[config.mk]
export PLATFORM = sky130hd
export DESIGN_NAME = uart_rx16
export DESIGN_NICKNAME = d
export VERILOG_FILES = /design/src/rtl/uart_rx16_pkg.sv /design/src/rtl/uart_rx16_front.sv /design/src/rtl/uart_rx16_deser.sv /design/src/rtl/uart_rx16_hold.sv /design/src/rtl/uart_rx16.sv
export SDC_FILE = /design/constraint.sdc
export NUM_CORES = 1
export LEC_CHECK = 0
export ABC_AREA = 1
export BUFFER_PORTS_ARGS = -buffer_cell sky130_fd_sc_hd__buf_2
export CAP_MARGIN = 10
export CORE_MARGIN = 2
export CORE_UTILIZATION = 30
export DETAILED_ROUTE_END_ITERATION = 10
export GPL_TIMING_DRIVEN = 0
export PLACE_DENSITY = 0.54
export SLEW_MARGIN = 20
export SYNTH_ARGS = -nofsm -noshare
export SYNTH_HDL_FRONTEND = slang
export SYNTH_SLANG_ARGS = --single-unit
[constraint.sdc]
create_clock -name clk -period 1.83 [get_ports clk]
set_clock_uncertainty 0.2 [all_clocks]
set_input_delay 0.183 -clock clk [delete_from_list [all_inputs] [get_ports clk]]
set_output_delay 0.183 -clock clk [all_outputs]
set_load 0.01 [all_outputs]
[src/rtl/uart_rx16_pkg.sv]
package uart_rx16_pkg;

   typedef enum logic [2:0] {
      ST_IDLE,
      ST_START,
      ST_DATA,
      ST_PAR,
      ST_STOP
   } rx_state_e;

   localparam logic [1:0] PAR_ODD   = 2'b00;
   localparam logic [1:0] PAR_EVEN  = 2'b01;
   localparam logic [1:0] PAR_MARK  = 2'b10;
   localparam logic [1:0] PAR_SPACE = 2'b11;

endpackage

[src/rtl/uart_rx16_front.sv]
module uart_rx16_front #(
   parameter int SYNC_STAGES = 2
) (
   input  logic clk,
   input  logic rst_n,
   input  logic rxd,
   input  logic tick_int,
   input  logic tick_ext,
   input  logic src_sel,
   output logic line_s,
   output logic tick
);

   generate
      if (SYNC_STAGES < 2) begin : g_bad_sync
         $error("uart_rx16_front: SYNC_STAGES must be at least 2");
      end
   endgenerate

   logic [SYNC_STAGES-1:0] sync_q;

   generate
      for (genvar i = 0; i < SYNC_STAGES; i++) begin : g_sync
         if (i == 0) begin : g_first
            always_ff @(posedge clk or negedge rst_n) begin
               if (!rst_n) sync_q[0] <= 1'b1;
               else        sync_q[0] <= rxd;
            end
         end else begin : g_next
            always_ff @(posedge clk or negedge rst_n) begin
               if (!rst_n) sync_q[i] <= 1'b1;
               else        sync_q[i] <= sync_q[i-1];
            end
         end
      end
   endgenerate

   assign line_s = sync_q[SYNC_STAGES-1];
   assign tick   = src_sel ? tick_int : tick_ext;

endmodule

[src/rtl/uart_rx16_deser.sv]
module uart_rx16_deser
   import uart_rx16_pkg::*;
#(
   parameter int DATA_W = 8,
   parameter int OVS    = 16
) (
   input  logic              clk,
   input  logic              rst_n,
   input  logic              rx_on,
   input  logic              tick,
   input  logic              line_s,
   input  logic [1:0]        word_len,
   input  logic              par_en,
   input  logic [1:0]        par_mode,
   output logic              done,
   output logic [DATA_W-1:0] dout,
   output logic              perr,
   output logic              ferr
);

   localparam int CNT_W = $clog2(OVS);
   localparam int IDX_W = $clog2(DATA_W);
   localparam logic [CNT_W-1:0] HALF = CNT_W'(OVS / 2 - 1);
   localparam logic [CNT_W-1:0] LAST = CNT_W'(OVS - 1);

   generate
      if (OVS < 4 || (OVS & (OVS - 1)) != 0) begin : g_bad_ovs
         $error("uart_rx16_deser: OVS must be a power of two of at least 4");
      end
      if (DATA_W < 5) begin : g_bad_w
         $error("uart_rx16_deser: DATA_W must be at least 5");
      end
   endgenerate

   rx_state_e          state;
   logic [CNT_W-1:0]   cnt;
   logic [IDX_W-1:0]   idx;
   logic [DATA_W-1:0]  shreg;
   logic               par_acc;
   logic               prev_line;
   logic [IDX_W:0]     nbits;
   logic               last_bit;
   logic               par_bad;

   assign nbits    = (IDX_W + 1)'(DATA_W) - (IDX_W + 1)'(word_len);
   assign last_bit = ({1'b0, idx} == nbits - 1'b1);
   assign par_bad  = !par_mode[1] && (par_acc ^ line_s ^ ~par_mode[0]);

   always_ff @(posedge clk or negedge rst_n) begin
      if (!rst_n) begin
         state     <= ST_IDLE;
         cnt       <= '0;
         idx       <= '0;
         shreg     <= '0;
         par_acc   <= 1'b0;
         prev_line <= 1'b1;
         done      <= 1'b0;
         dout      <= '0;
         perr      <= 1'b0;
         ferr      <= 1'b0;
      end else begin
         done <= 1'b0;
         if (!rx_on) begin
            state     <= ST_IDLE;
            cnt       <= '0;
            prev_line <= 1'b1;
         end else if (tick) begin
            prev_line <= line_s;
            unique case (state)
               ST_IDLE: begin
                  if (prev_line && !line_s) begin
                     state <= ST_START;
                     cnt   <= '0;
                  end
               end
               ST_START: begin
                  if (cnt == HALF) begin
                     cnt <= '0;
                     if (!line_s) begin
                        state   <= ST_DATA;
                        idx     <= '0;
                        shreg   <= '0;
                        par_acc <= 1'b0;
                        perr    <= 1'b0;
                     end else begin
                        state <= ST_IDLE;
                     end
                  end else begin
                     cnt <= cnt + 1'b1;
                  end
               end
               ST_DATA: begin
                  if (cnt == LAST) begin
                     cnt        <= '0;
                     shreg[idx] <= line_s;
                     par_acc    <= par_acc ^ line_s;
                     if (last_bit) state <= par_en ? ST_PAR : ST_STOP;
                     else          idx   <= idx + 1'b1;
                  end else begin
                     cnt <= cnt + 1'b1;
                  end
               end
               ST_PAR: begin
                  if (cnt == LAST) begin
                     cnt   <= '0;
                     perr  <= par_bad;
                     state <= ST_STOP;
                  end else begin
                     cnt <= cnt + 1'b1;
                  end
               end
               ST_STOP: begin
                  if (cnt == LAST) begin
                     cnt   <= '0;
                     ferr  <= !line_s;
                     dout  <= shreg;
                     done  <= 1'b1;
                     state <= ST_IDLE;
                  end else begin
                     cnt <= cnt + 1'b1;
                  end
               end
               default: state <= ST_IDLE;
            endcase
         end
      end
   end

   // a disabled receiver is parked in idle
   a_r10_idle_when_off: assert property (@(posedge clk) disable iff (!rst_n)
      !rx_on |=> (state == ST_IDLE));

   // the data phase is entered only from a confirmed start
   a_r3_start_confirmed: assert property (@(posedge clk) disable iff (!rst_n)
      (state == ST_DATA && $past(state) == ST_IDLE) |-> 1'b0);

endmodule

[src/rtl/uart_rx16_hold.sv]
module uart_rx16_hold #(
   parameter int DATA_W = 8
) (
   input  logic              clk,
   input  logic              rst_n,
   input  logic              done,
   input  logic [DATA_W-1:0] din,
   input  logic              perr_in,
   input  logic              ferr_in,
   input  logic              data_rd,
   output logic [DATA_W-1:0] rx_data,
   output logic              rx_full,
   output logic              overrun,
   output logic              frame_err,
   output logic              parity_err
);

   always_ff @(posedge clk or negedge rst_n) begin
      if (!rst_n) begin
         rx_data    <= '0;
         rx_full    <= 1'b0;
         overrun    <= 1'b0;
         frame_err  <= 1'b0;
         parity_err <= 1'b0;
      end else if (done) begin
         if (rx_full && !data_rd) begin
            overrun <= 1'b1;
         end else begin
            rx_data    <= din;
            rx_full    <= 1'b1;
            overrun    <= 1'b0;
            frame_err  <= ferr_in;
            parity_err <= perr_in;
         end
      end else if (data_rd) begin
         rx_full <= 1'b0;
      end
   end

   // a read with no arriving character empties the register
   a_r7_read_clears: assert property (@(posedge clk) disable iff (!rst_n)
      (data_rd && !done) |=> !rx_full);

   // unread data is never overwritten
   a_r8_data_kept: assert property (@(posedge clk) disable iff (!rst_n)
      (rx_full && !data_rd) |=> $stable(rx_data));

   // overrun only rises over a full register
   a_r8_overrun_cause: assert property (@(posedge clk) disable iff (!rst_n)
      $rose(overrun) |-> $past(rx_full));

   // error flags move only on a completed character
   a_r9_flags_sticky: assert property (@(posedge clk) disable iff (!rst_n)
      !done |=> $stable({overrun, frame_err, parity_err}));

endmodule

[src/rtl/uart_rx16.sv]
module uart_rx16 #(
   parameter int DATA_W      = 8,
   parameter int OVS         = 16,
   parameter int SYNC_STAGES = 2
) (
   input  logic              clk,
   input  logic              rst_n,
   input  logic              tick_int,
   input  logic              tick_ext,
   input  logic              clk_src_sel,
   input  logic              rxd,
   input  logic              rx_enable,
   input  logic              dsr_n,
   input  logic [1:0]        word_len,
   input  logic              par_en,
   input  logic [1:0]        par_mode,
   input  logic              data_rd,
   output logic [DATA_W-1:0] rx_data,
   output logic              rx_full,
   output logic              overrun,
   output logic              frame_err,
   output logic              parity_err
);

   logic              line_s;
   logic              tick;
   logic              rx_on;
   logic              done;
   logic [DATA_W-1:0] dout;
   logic              perr;
   logic              ferr;

   assign rx_on = rx_enable && !dsr_n;

   uart_rx16_front #(.SYNC_STAGES(SYNC_STAGES)) u_front (
      .clk      (clk),
      .rst_n    (rst_n),
      .rxd      (rxd),
      .tick_int (tick_int),
      .tick_ext (tick_ext),
      .src_sel  (clk_src_sel),
      .line_s   (line_s),
      .tick     (tick)
   );

   uart_rx16_deser #(.DATA_W(DATA_W), .OVS(OVS)) u_deser (
      .clk      (clk),
      .rst_n    (rst_n),
      .rx_on    (rx_on),
      .tick     (tick),
      .line_s   (line_s),
      .word_len (word_len),
      .par_en   (par_en),
      .par_mode (par_mode),
      .done     (done),
      .dout     (dout),
      .perr     (perr),
      .ferr     (ferr)
   );

   uart_rx16_hold #(.DATA_W(DATA_W)) u_hold (
      .clk        (clk),
      .rst_n      (rst_n),
      .done       (done),
      .din        (dout),
      .perr_in    (perr),
      .ferr_in    (ferr),
      .data_rd    (data_rd),
      .rx_data    (rx_data),
      .rx_full    (rx_full),
      .overrun    (overrun),
      .frame_err  (frame_err),
      .parity_err (parity_err)
   );

   // nothing is delivered while the receiver is off
   a_r10_no_delivery_off: assert property (@(posedge clk) disable iff (!rst_n)
      (!rx_on && $past(!rx_on)) |-> !done);

endmodule

==> metrics.txt <==
routability cong. 0.791; die width 94.6 um; maximum VDD drop 297 uV; DR iter-0 viols 76; worst-skew pair later-pin latency 300 ps; vias per inst ~4.6; WHS 11.2 ps; Initial Util between 30% and 40%; setup TNS 0 ps; RSZ-0062 raised after global routing true; slew margin rel. between 60% and 70%; clk sinks 45; initial antenna violation count 0; clock root cell clkbuf_8; Area after DPL 0.00272 sq mm; Synthesized Nets 320; area share of and/or/nand/nor cells after synthesis 35.5%; MaxCap Viol Count 0; DRC viols 0; Syn Std Cell Area 0.00246 sq mm; pre-CTS WS 50.9 ps; Seq/Total Area, Yosys 45.8%; FF-to-FF Start u_deser.cnt[0]$_DFFE_PN0P_; Placeable Area between 0.008 and 0.009 sq mm; Cell variety after synth 33; launch point of the worst path u_deser.cnt[0]$_DFFE_PN0P_; status completed; pwr/cell area 683 mW/mm^2; Synth Area in Adders ~1.0%; Leak Pwr between 1.5 and 2 nW; router iterations before antenna repair 4; R2R cell count 8; Synth async-reset ratio 100%; antenna cells 0; Primary FF master, synth dfrtp_1; largest family of logic cells by synthesized area simple AND/OR/NAND/NOR gates; row count 33; Final Hold Viols 0; clock buffer depth 2; Mean Syn Cell Area 8.11 sq um; number of fill cells in the layout about 890; crit path to u_deser.state[2]$_DFFE_PN0P_; f_max roughly 580 MHz; clk slew on worst S/H paths 90 ps; fin worst setup slack ~100 ps; Mapped Cells 304; CP required approximately 1800 ps; Yosys Warn Count 0; complex-gate fraction of the synthesized area ~7.3%; post-route ant nets 0; Final Max Slew Viols 0; EDFF count, synth 0; Post-Layout Cell Count 450; Setup Viol. Count Final 0; CTS tree built; crit share post-route 94.5%; htree depth 2; flop2flop setup slack 100 ps; CP Max Fanout 4; final WL 4970 um; area leader, netlist dfrtp_1; Die Y-Extent 94.6 um; wire length per cell 11.0 um; Tot GR Track Use about 12%; remaining global-route overflow 0; Port-buffer cells 25; area of the die approximately 0.009 sq mm; Post-Synth XOR/XNOR Area around 1.1%; Nets 360; DP HPWL between 3000 and 4000 um; layout cell share with drive strength beyond 1 24.3%; vias in the first global route 1,902; DR vias between 2,000 and 2,500; multiplexer share of the synthesized area 2.28%; Inst Count DP roughly 430; Least-Margin Pin Slew 583 ps; WS Path Type reg2reg; #FFs+latches synth 45; crit path DAT 1730 ps; post-layout min period around 1700 ps; post-synth top area share 42.6%; first-pass GRT wire length 8200 um; pin count of the biggest net entering global routing 46; Finished Cell Area ~0.0029 sq mm; IO Pins 26; synth-to-layout area growth 18.9%; Worst setup EP type register; cts bufs inserted 5; CP startpoint kind register; Critical R2R Capture u_deser.state[2]$_DFFE_PN0P_; top cells by area, synth dfrtp_1 43%, nand2_1 14%, nand3_1 4.7%, inv_1 4.3%, nor2_1 3.8%; worst hold-check path type in2reg
[synthesized netlist by cell type, types with 5 or more instances]
master	number
mux2_2	5
o21ai_1	10
inv_1	28
nor2_2	5
o21ai_0	13
a21oi_1	5
nand4_1	9
nand2_1	90
nand3b_1	5
nand2_2	5
nor2_1	25
nand3_1	23
dfrtp_1	42
[how the worst min path moves through the flow]
| stage | startpoint | end | slack, ps | cells after the start |
|---|---|---|---|---|
| after CTS | par_mode[0] | u_deser.perr$_DFFE_PN0P_ | 10 | 5 |
| after global placement | rxd | u_front.sync_q[0]$_DFF_PN1_ | 90 | 1 |
| after detailed placement | rxd | u_front.sync_q[0]$_DFF_PN1_ | 90 | 1 |
| after floorplan | rst_n | u_deser.cnt[0]$_DFFE_PN0P_ | -310 | 0 |
| final | par_mode[0] | u_deser.perr$_DFFE_PN0P_ | 10 | 5 |
| after global routing | dsr_n | u_deser.cnt[1]$_DFFE_PN0P_ | 60 | 4 |
[worst max-delay path, cell delays in order (launching register included)]
cell     delay, ps
dfrtp_1        430
ha_4           180
nand2_2         70
nor2_1         220
nor2_1         100
nor2_2         200
nand3_2        110
nand2_1         70
nand2_1         50
[placed cells by master (no fill, tap or decap), drive strengths merged, types with 2 or more instances in the layout]
master        n
dfrtp        42
nand4         9
nand3b        5
o21ai        24
nand2        97
ha            2
clkbuf        6
buf          35
or2           2
a21oi         5
nor2         35
dfstp         3
mux2          5
dlygate4sd3   4
inv          33
nand3        28
xor2          3
[sequential cells by signal (all words and copies together), names as in the netlist, 3 cells and up]
register,flops
u_hold.rx_data,8
u_deser.dout,8
u_deser.idx,3
u_deser.state,3
u_deser.shreg,8
u_deser.cnt,4
[logic make-up after synthesis]
| logic type | Yosys count |
|---|---|
| xor+xnor | 3 |
| buf+inv | 40 |
| fa+ha+maj | 2 |
| simple gates | 177 |
| flops | 45 |
| mux | 5 |
| compound gates | 32 |
[where the power goes]
group / switching, mW / leakage, nW / internal [mW]
clock: 0.363 / 0.0543 / 0.409
combinational: 0.147 / 0.872 / 0.0722
sequential: 0.00704 / 0.591 / 1.01
[routing by layer]
metal  up-vias  GRT usage [%]  part of all wire, %  wire [um]
li1       1059              -                    -          -
met1       940           13.5                   47       2330
met2        44           20.9                   48       2380
met3        10           2.39                  3.6        179
met4         0           3.62                  1.6         81
met5         -              0                    0          0
[final cells by class]
cell class                 instances  area (sq um)  area share [%]
buffer                             7          50.0            1.71
clock buffer                       5          68.8            2.35
clock inverter                     3          46.3            1.58
inverter                          33           126            4.31
multi-input combinational        219          1180            40.1
sequential                        45          1130            38.6
tap                              105           131            4.48
timing repair buffer              33           201            6.87
[stage by stage]
stage                     util [%]  power (mW)
after floorplan                  -        1.17
after global placement        33.6        1.24
after detailed placement      33.6        1.24
after CTS                     35.5        2.03
after global routing          36.2        2.09
final                         36.2        2.00
[timing repair]
item,in CTS,in global routing
setup buffers,0,4
gates resized for setup,0,8
hold buffers,4,0
hold endpoints to repair,45,0
setup endpoints to repair,0,24
No activity file was read; power rests on OpenSTA's default activity.
